**src/rtl/host_regport.sv**
```systemverilog
module host_regport #(
  parameter int IDX_W       = 5,
  parameter int NBASE       = 16,
  parameter int NSTORE      = 24,
  parameter int FLAG_IDX    = 24,
  parameter int CTRL_IDX    = 10,
  parameter int MODE_IDX    = 12,
  parameter int IEN_BIT     = 1,
  parameter int MODE_BIT    = 6,
  parameter int FIFO_DEPTH  = 16,
  parameter int SYNC_STAGES = 2,
  localparam int LVL_W      = $clog2(FIFO_DEPTH + 1)
) (
  input  logic             clk,
  input  logic             rst_n,
  input  logic             cs_n,
  input  logic             rd_n,
  input  logic             wr_n,
  input  logic [1:0]       adr,
  input  logic [7:0]       din,
  output logic [7:0]       dout,
  input  logic             pdak_n,
  input  logic             cdak_n,
  output logic             pdrq,
  output logic             cdrq,
  output logic             dben_n,
  output logic             dbdir,
  input  logic [LVL_W-1:0] play_level,
  input  logic [LVL_W-1:0] cap_level,
  output logic             play_push,
  output logic [7:0]       play_wdata,
  output logic             cap_pop,
  input  logic [7:0]       cap_rdata,
  input  logic [2:0]       irq_evt,
  output logic             int_pin
);
  localparam logic [IDX_W-1:0] BASE_I = IDX_W'(NBASE);
  localparam logic [IDX_W-1:0] STOR_I = IDX_W'(NSTORE);
  localparam logic [IDX_W-1:0] FLAG_I = IDX_W'(FLAG_IDX);
  localparam int FLAG_LSB = 4;

  logic [SYNC_STAGES-1:0] rd_s, wr_s;
  logic       rd_q, wr_q;
  logic [1:0] lat_adr;
  logic       lat_cs_n, lat_pdak_n, lat_cdak_n;
  logic [7:0] lat_din;
  logic [IDX_W-1:0] idx;
  logic [7:0] bank [NSTORE];
  logic [2:0] flags;

  wire rd_syn  = rd_s[SYNC_STAGES-1];
  wire wr_syn  = wr_s[SYNC_STAGES-1];
  wire rd_rise = rd_syn & ~rd_q;
  wire wr_rise = wr_syn & ~wr_q;

  wire dma_cyc = ~lat_pdak_n | ~lat_cdak_n;
  wire pio_cyc = ~dma_cyc & ~lat_cs_n;

  wire do_push = wr_rise & ((dma_cyc & ~lat_pdak_n) | (pio_cyc & lat_adr == 2'd3));
  wire do_pop  = rd_rise & ((dma_cyc & ~lat_cdak_n) | (pio_cyc & lat_adr == 2'd3));
  wire idx_wr  = wr_rise & pio_cyc & (lat_adr == 2'd0);
  wire dat_wr  = wr_rise & pio_cyc & (lat_adr == 2'd1);
  wire st_wr   = wr_rise & pio_cyc & (lat_adr == 2'd2);

  wire ext_on  = bank[MODE_IDX][MODE_BIT];
  wire ien     = bank[CTRL_IDX][IEN_BIT];
  wire visible = (idx < BASE_I) | ext_on;
  wire bank_wr = dat_wr & (idx < STOR_I) & visible;
  wire flag_wr = dat_wr & (idx == FLAG_I) & ext_on;

  wire [2:0] fl_clr = st_wr ? 3'b111 :
                      flag_wr ? ~lat_din[FLAG_LSB +: 3] : 3'b000;

  always_ff @(posedge clk or negedge rst_n) begin
    if (!rst_n) begin
      rd_s <= '1;
      wr_s <= '1;
      rd_q <= 1'b1;
      wr_q <= 1'b1;
    end else begin
      rd_s <= {rd_s[SYNC_STAGES-2:0], rd_n};
      wr_s <= {wr_s[SYNC_STAGES-2:0], wr_n};
      rd_q <= rd_syn;
      wr_q <= wr_syn;
    end
  end

  always_ff @(posedge clk or negedge rst_n) begin
    if (!rst_n) begin
      lat_adr    <= 2'd0;
      lat_cs_n   <= 1'b1;
      lat_pdak_n <= 1'b1;
      lat_cdak_n <= 1'b1;
      lat_din    <= 8'h00;
    end else if (!rd_syn || !wr_syn) begin
      lat_adr    <= adr;
      lat_cs_n   <= cs_n;
      lat_pdak_n <= pdak_n;
      lat_cdak_n <= cdak_n;
      lat_din    <= din;
    end
  end

  always_ff @(posedge clk or negedge rst_n) begin
    if (!rst_n) begin
      idx        <= '0;
      flags      <= 3'b000;
      play_push  <= 1'b0;
      cap_pop    <= 1'b0;
      play_wdata <= 8'h00;
      for (int i = 0; i < NSTORE; i++) bank[i] <= 8'h00;
    end else begin
      play_push <= do_push;
      cap_pop   <= do_pop;
      if (do_push) play_wdata <= lat_din;
      if (idx_wr) idx <= lat_din[IDX_W-1:0];
      if (bank_wr) bank[idx] <= lat_din;
      flags <= (flags & ~fl_clr) | irq_evt;
    end
  end

  logic [7:0] ind_val, dir_val;
  always_comb begin
    ind_val = 8'h00;
    if (idx < STOR_I) begin
      if (visible) ind_val = bank[idx];
    end else if (idx == FLAG_I && ext_on) begin
      ind_val[FLAG_LSB +: 3] = flags;
    end
  end

  always_comb begin
    case (adr)
      2'd0:    dir_val = {{(8-IDX_W){1'b0}}, idx};
      2'd1:    dir_val = ind_val;
      2'd2:    dir_val = {1'b0, flags, 1'b0, cdrq, pdrq, int_pin};
      default: dir_val = cap_rdata;
    endcase
  end

  assign dout = rd_n    ? 8'h00 :
                !cdak_n ? cap_rdata :
                !pdak_n ? 8'h00 :
                !cs_n   ? dir_val : 8'h00;

  wire qual = ~cs_n | ~pdak_n | ~cdak_n;
  assign dben_n  = ~((~rd_n | ~wr_n) & qual);
  assign dbdir   = ~(~rd_n & qual);
  assign cdrq    = cap_level != '0;
  assign pdrq    = play_level < LVL_W'(FIFO_DEPTH);
  assign int_pin = ien & (|flags);
endmodule

```
**config.mk**
```make
export PLATFORM = sky130hd
export DESIGN_NAME = host_regport
export DESIGN_NICKNAME = d
export VERILOG_FILES = /design/src/rtl/host_regport.sv
export SDC_FILE = /design/constraint.sdc
export NUM_CORES = 1
export LEC_CHECK = 0
export ABC_CLOCK_PERIOD_IN_PS = 3000
export BUFFER_PORTS_ARGS = -buffer_cell sky130_fd_sc_hd__buf_2
export CELL_PAD_IN_SITES_DETAIL_PLACEMENT = 1
export CELL_PAD_IN_SITES_GLOBAL_PLACEMENT = 1
export CORE_AREA = 4 4 170 172
export DETAILED_ROUTE_END_ITERATION = 10
export DIE_AREA = 0 0 174 176
export GPL_ROUTABILITY_DRIVEN = 1
export PLACE_DENSITY = 0.75
export SLEW_MARGIN = 5
export SYNTH_ARGS = -nofsm -noshare
export SYNTH_HDL_FRONTEND = slang
export SYNTH_SLANG_ARGS = --single-unit
```
**constraint.sdc**
```tcl
create_clock -name clk -period 3 [get_ports clk]
set_input_delay 0.15 -clock clk [delete_from_list [all_inputs] [get_ports clk]]
set_output_delay 0.15 -clock clk [all_outputs]
set_load 0.1 [all_outputs]
```
==> summary.md <==
| Metric | Value |
|---|---|
| Overall routing resource usage | `19.98%` |
| Power after layout | `about 8100 uW` |
| Clock tree from TritonCTS | `yes` |
| Clock latency on the worst-skew pair | `roughly 0.53 ns` |
| Hold/Removal Path Class | `in2reg` |
| Worst reg2reg setup slack | `approximately 0.25 ns` |
| Die Outline Area | `slightly above 30,000 um^2` |
| CP required | `2.85 ns` |
| Endpoint of the worst-slack reg-to-reg timing path | `bank[130]` |
| Via count | `around 7,400` |
| EDFF count, synth | `0` |
| Row count | `61` |
| Total non-filler cell area in the finished layout | `approximately 14,000 um^2` |
| Setup repair after global routing missed its margin | `true` |
| Largest vdd supply drop | `just over 0.4 mV` |
| Number of setup violations in the final report | `1` |
| Worst endpoint data arrival time | `2.89 ns` |
| Post-synthesis cell count | `a little under 800` |
| Number of port buffers | `56` |
| Total routed wirelength | `31,900 um` |
| Max-slew violation count | `0` |
| Number of placed instances with taps included | `about 1,200` |
| First-pass GRT wire length | `around 48,000 um` |
| Core Util, Final | `around half` |
| Synth Warn # | `0` |
| Count of routing violations after the opening detailed-route iteration | `about 450` |
| Commonest cells after routing, fill and taps aside | `sky130_fd_sc_hd__mux2_2, sky130_fd_sc_hd__dfrtp_1, sky130_fd_sc_hd__buf_4` |
| Synth area leader | `sky130_fd_sc_hd__dfrtp_1` |
| Routed vias/inst | `roughly 5.8` |
| Net total in the final layout | `948` |
| Max FO, Critical Path | `6` |
| Worst Hold Path EP | `lat_adr[0]` |
| Final Skew | `0.01022 ns` |
| Number of synthesized register bits | `between 200 and 250` |
| Filler instances | `2,747` |
| Antenna cells | `0` |
| Final worst slack | `-0.03628 ns` |
| Reg2Reg Depth | `7` |
| Cell area reported after detailed placement | `between 10,000 and 15,000 um^2` |
| Cell Pwr Density | `roughly 600 nW/um^2` |
| ANT nets after route | `0` |
| Post-detailed-route DRC marker count | `0` |
| Sequential fraction of the synthesis area | `a little over half` |
| Count of distinct cell types in the synthesized netlist | `between 50 and 60` |
| Top cell type's share of synthesized area | `between 50% and 60%` |
| Final hold slack | `0.04911 ns` |
| Type of origin of the critical path | `flop` |
| Post-synth net total | `825` |
| Violated checks | `negative setup slack` |
| Synthesis-to-finish area growth | `24.86%` |
| H-Tree Depth | `1` |
| Routed wire per std cell | `roughly 25 um` |
| Floorplan Core Area | `roughly 27,000 um^2` |
| Finished Layout Cells | `1,275` |
| Proportion of layout cells with a drive suffix above 1 | `approximately 54%` |
| Biggest area contributors in the synthesized netlist | `sky130_fd_sc_hd__dfrtp_1, sky130_fd_sc_hd__mux2_2, sky130_fd_sc_hd__mux2i_1` |
| Number of cells on the worst hold path | `3` |
| Die Width | `~170 um` |
| Mapped Area | `10,840 um^2` |
| First drt pass iteration count | `5` |
| Sink Count | `roughly 230` |
| Part of the cycle the worst path needs | `101.2%` |
| Slew HR | `26.13%` |
| Startpoint of the lowest-slack register-to-register path | `idx[3]` |
| Buffer levels on the longest clock path | `3` |
| Post-synthesis area per instance | `between 10 and 15 um^2` |
| Min Clock Period, post-route | `around 3.0 ns` |
| Total congestion overflow | `0` |
| Critical Path End Type | `primary output` |
| Outcome | `finished, violations left` |
| Boundary pin count | `61` |
| Post-synth ARST share | `between 90% and 100%` |
| Type of the setup path with the least slack | `reg2out` |
| Root buf cell | `sky130_fd_sc_hd__clkbuf_16` |
| Maximum clock rate | `roughly 0.33 GHz` |
| Clock input transition at the sequential cells of the worst setup and hold paths | `around 0.06 ns` |
| Vias in the first global route | `between 7,000 and 8,000` |
| Largest net degree at the start of global routing | `72` |
| DP HPWL | `20,330 um` |
| Cts bufs inserted | `26` |
| Global placement routability congestion | `between 0.8 and 0.9` |
| Die Height | `roughly 180 um` |
| Antenna violations before repair | `0` |
| Starting density of the core | `39.45%` |
| Hold Fails Final Rpt | `0` |
| Hold wc startpoint | `adr[0]` |
| Flip-flop cell with the highest count after synthesis | `sky130_fd_sc_hd__dfrtp_1` |
| Leakage power total | `0.006156 uW` |
| Max-cap violation count | `0` |
| Actual slew at the worst max-slew pin | `about 1.1 ns` |
## cells by family after synthesis
kind of cell,count (synthesis),synth area share [%]
AOI/OAI and AO/OA,86,5.621
buffers and inverters,52,2.054
DFF,229,52.97
muxes,290,31.49
and+or+nand+nor,130,7.872
## power by group
part,internal [uW],switching [uW],leakage [uW]
clock network,1850,1270,0.000425
logic,621,1020,0.00264
registers,3200,164,0.00310
## worst max-delay path: stages (launching register included)
cell and delay, ns:
sky130_fd_sc_hd__dfrtp_4 0.44, sky130_fd_sc_hd__buf_6 0.15, sky130_fd_sc_hd__buf_8 0.15, sky130_fd_sc_hd__mux2i_4 0.25, sky130_fd_sc_hd__o22ai_1 0.12, sky130_fd_sc_hd__or4_4 0.56
sky130_fd_sc_hd__nor4_4 0.33, sky130_fd_sc_hd__a2111oi_4 0.14, sky130_fd_sc_hd__buf_12 0.20
## Yosys cell counts, types with 6 or more instances
library cell / n
sky130_fd_sc_hd__buf_2: 13
sky130_fd_sc_hd__a21oi_1: 9
sky130_fd_sc_hd__clkbuf_1: 28
sky130_fd_sc_hd__nand2_2: 6
sky130_fd_sc_hd__dfstp_2: 9
sky130_fd_sc_hd__mux2i_1: 53
sky130_fd_sc_hd__nand2_1: 25
sky130_fd_sc_hd__o22ai_1: 16
sky130_fd_sc_hd__or4_1: 6
sky130_fd_sc_hd__nor2_2: 6
sky130_fd_sc_hd__mux2_2: 215
sky130_fd_sc_hd__nor2b_1: 7
sky130_fd_sc_hd__o21ai_0: 16
sky130_fd_sc_hd__mux4_2: 19
sky130_fd_sc_hd__nor3_1: 13
sky130_fd_sc_hd__nor4_1: 8
sky130_fd_sc_hd__dfrtp_1: 220
sky130_fd_sc_hd__nand2b_1: 12
sky130_fd_sc_hd__nor2_1: 16
## registers in the layout, indices dropped and copies added (netlist names)
name        flops
bank          192
cap_pop         1
flags           3
idx             5
lat_adr         2
lat_cdak_n      1
lat_cs_n        1
lat_din         8
lat_pdak_n      1
play_push       1
play_wdata      8
rd_q            1
rd_s            2
wr_q            1
wr_s            2
## metrics by stage
stage	setup WS, ns	setup TNS, ns
global placement	0.2269	0
floorplan	0.02064	0
finish	-0.03628	-0.03628
global route	-0.08932	-0.3364
detailed placement	0.1871	0
CTS	-0.02358	-0.06877
## layer usage
layer | vias to the layer above | part of all wire, % | GRT usage (%)
met5 | - | 0 | 0
met4 | 0 | 2.3 | 5.642
met3 | 56 | 5.3 | 4.111
met2 | 183 | 49 | 33.13
met1 | 3945 | 43 | 26.87
li1 | 3216 | - | -
## worst max-delay path by stage
stage | startpoint | endpoint | slack (ns)
6_report | idx[1] | dout[2] | -0.04
5_1_grt | idx[1] | dout[2] | -0.09
4_1_cts | idx[1] | dout[4] | -0.02
3_5_place_dp | idx[1] | dout[0] | 0.19
3_3_place_gp | idx[1] | dout[4] | 0.23
2_1_floorplan | idx[4] | dout[2] | 0.02
## what timing repair did
item	CTS	global route
hold endpoints to repair	82	0
setup buffers	17	6
hold buffers	16	0
endpoints found under the setup margin	8	8
gates resized for setup	33	53
pin swaps	2	12
gates cloned	1	0
## area by class of cell
cell class | instances | area (um^2) | area share, %
Clock buffer | 38 | 765.7 | 5.657
Clock inverter | 9 | 85.08 | 0.6286
Inverter | 5 | 22.52 | 0.1664
Multi-Input combinational cell | 506 | 5283 | 39.03
Sequential cell | 229 | 5751 | 42.48
Tap cell | 346 | 432.9 | 3.198
Timing Repair Buffer | 142 | 1196 | 8.837
(Power assumes the default switching activity.)
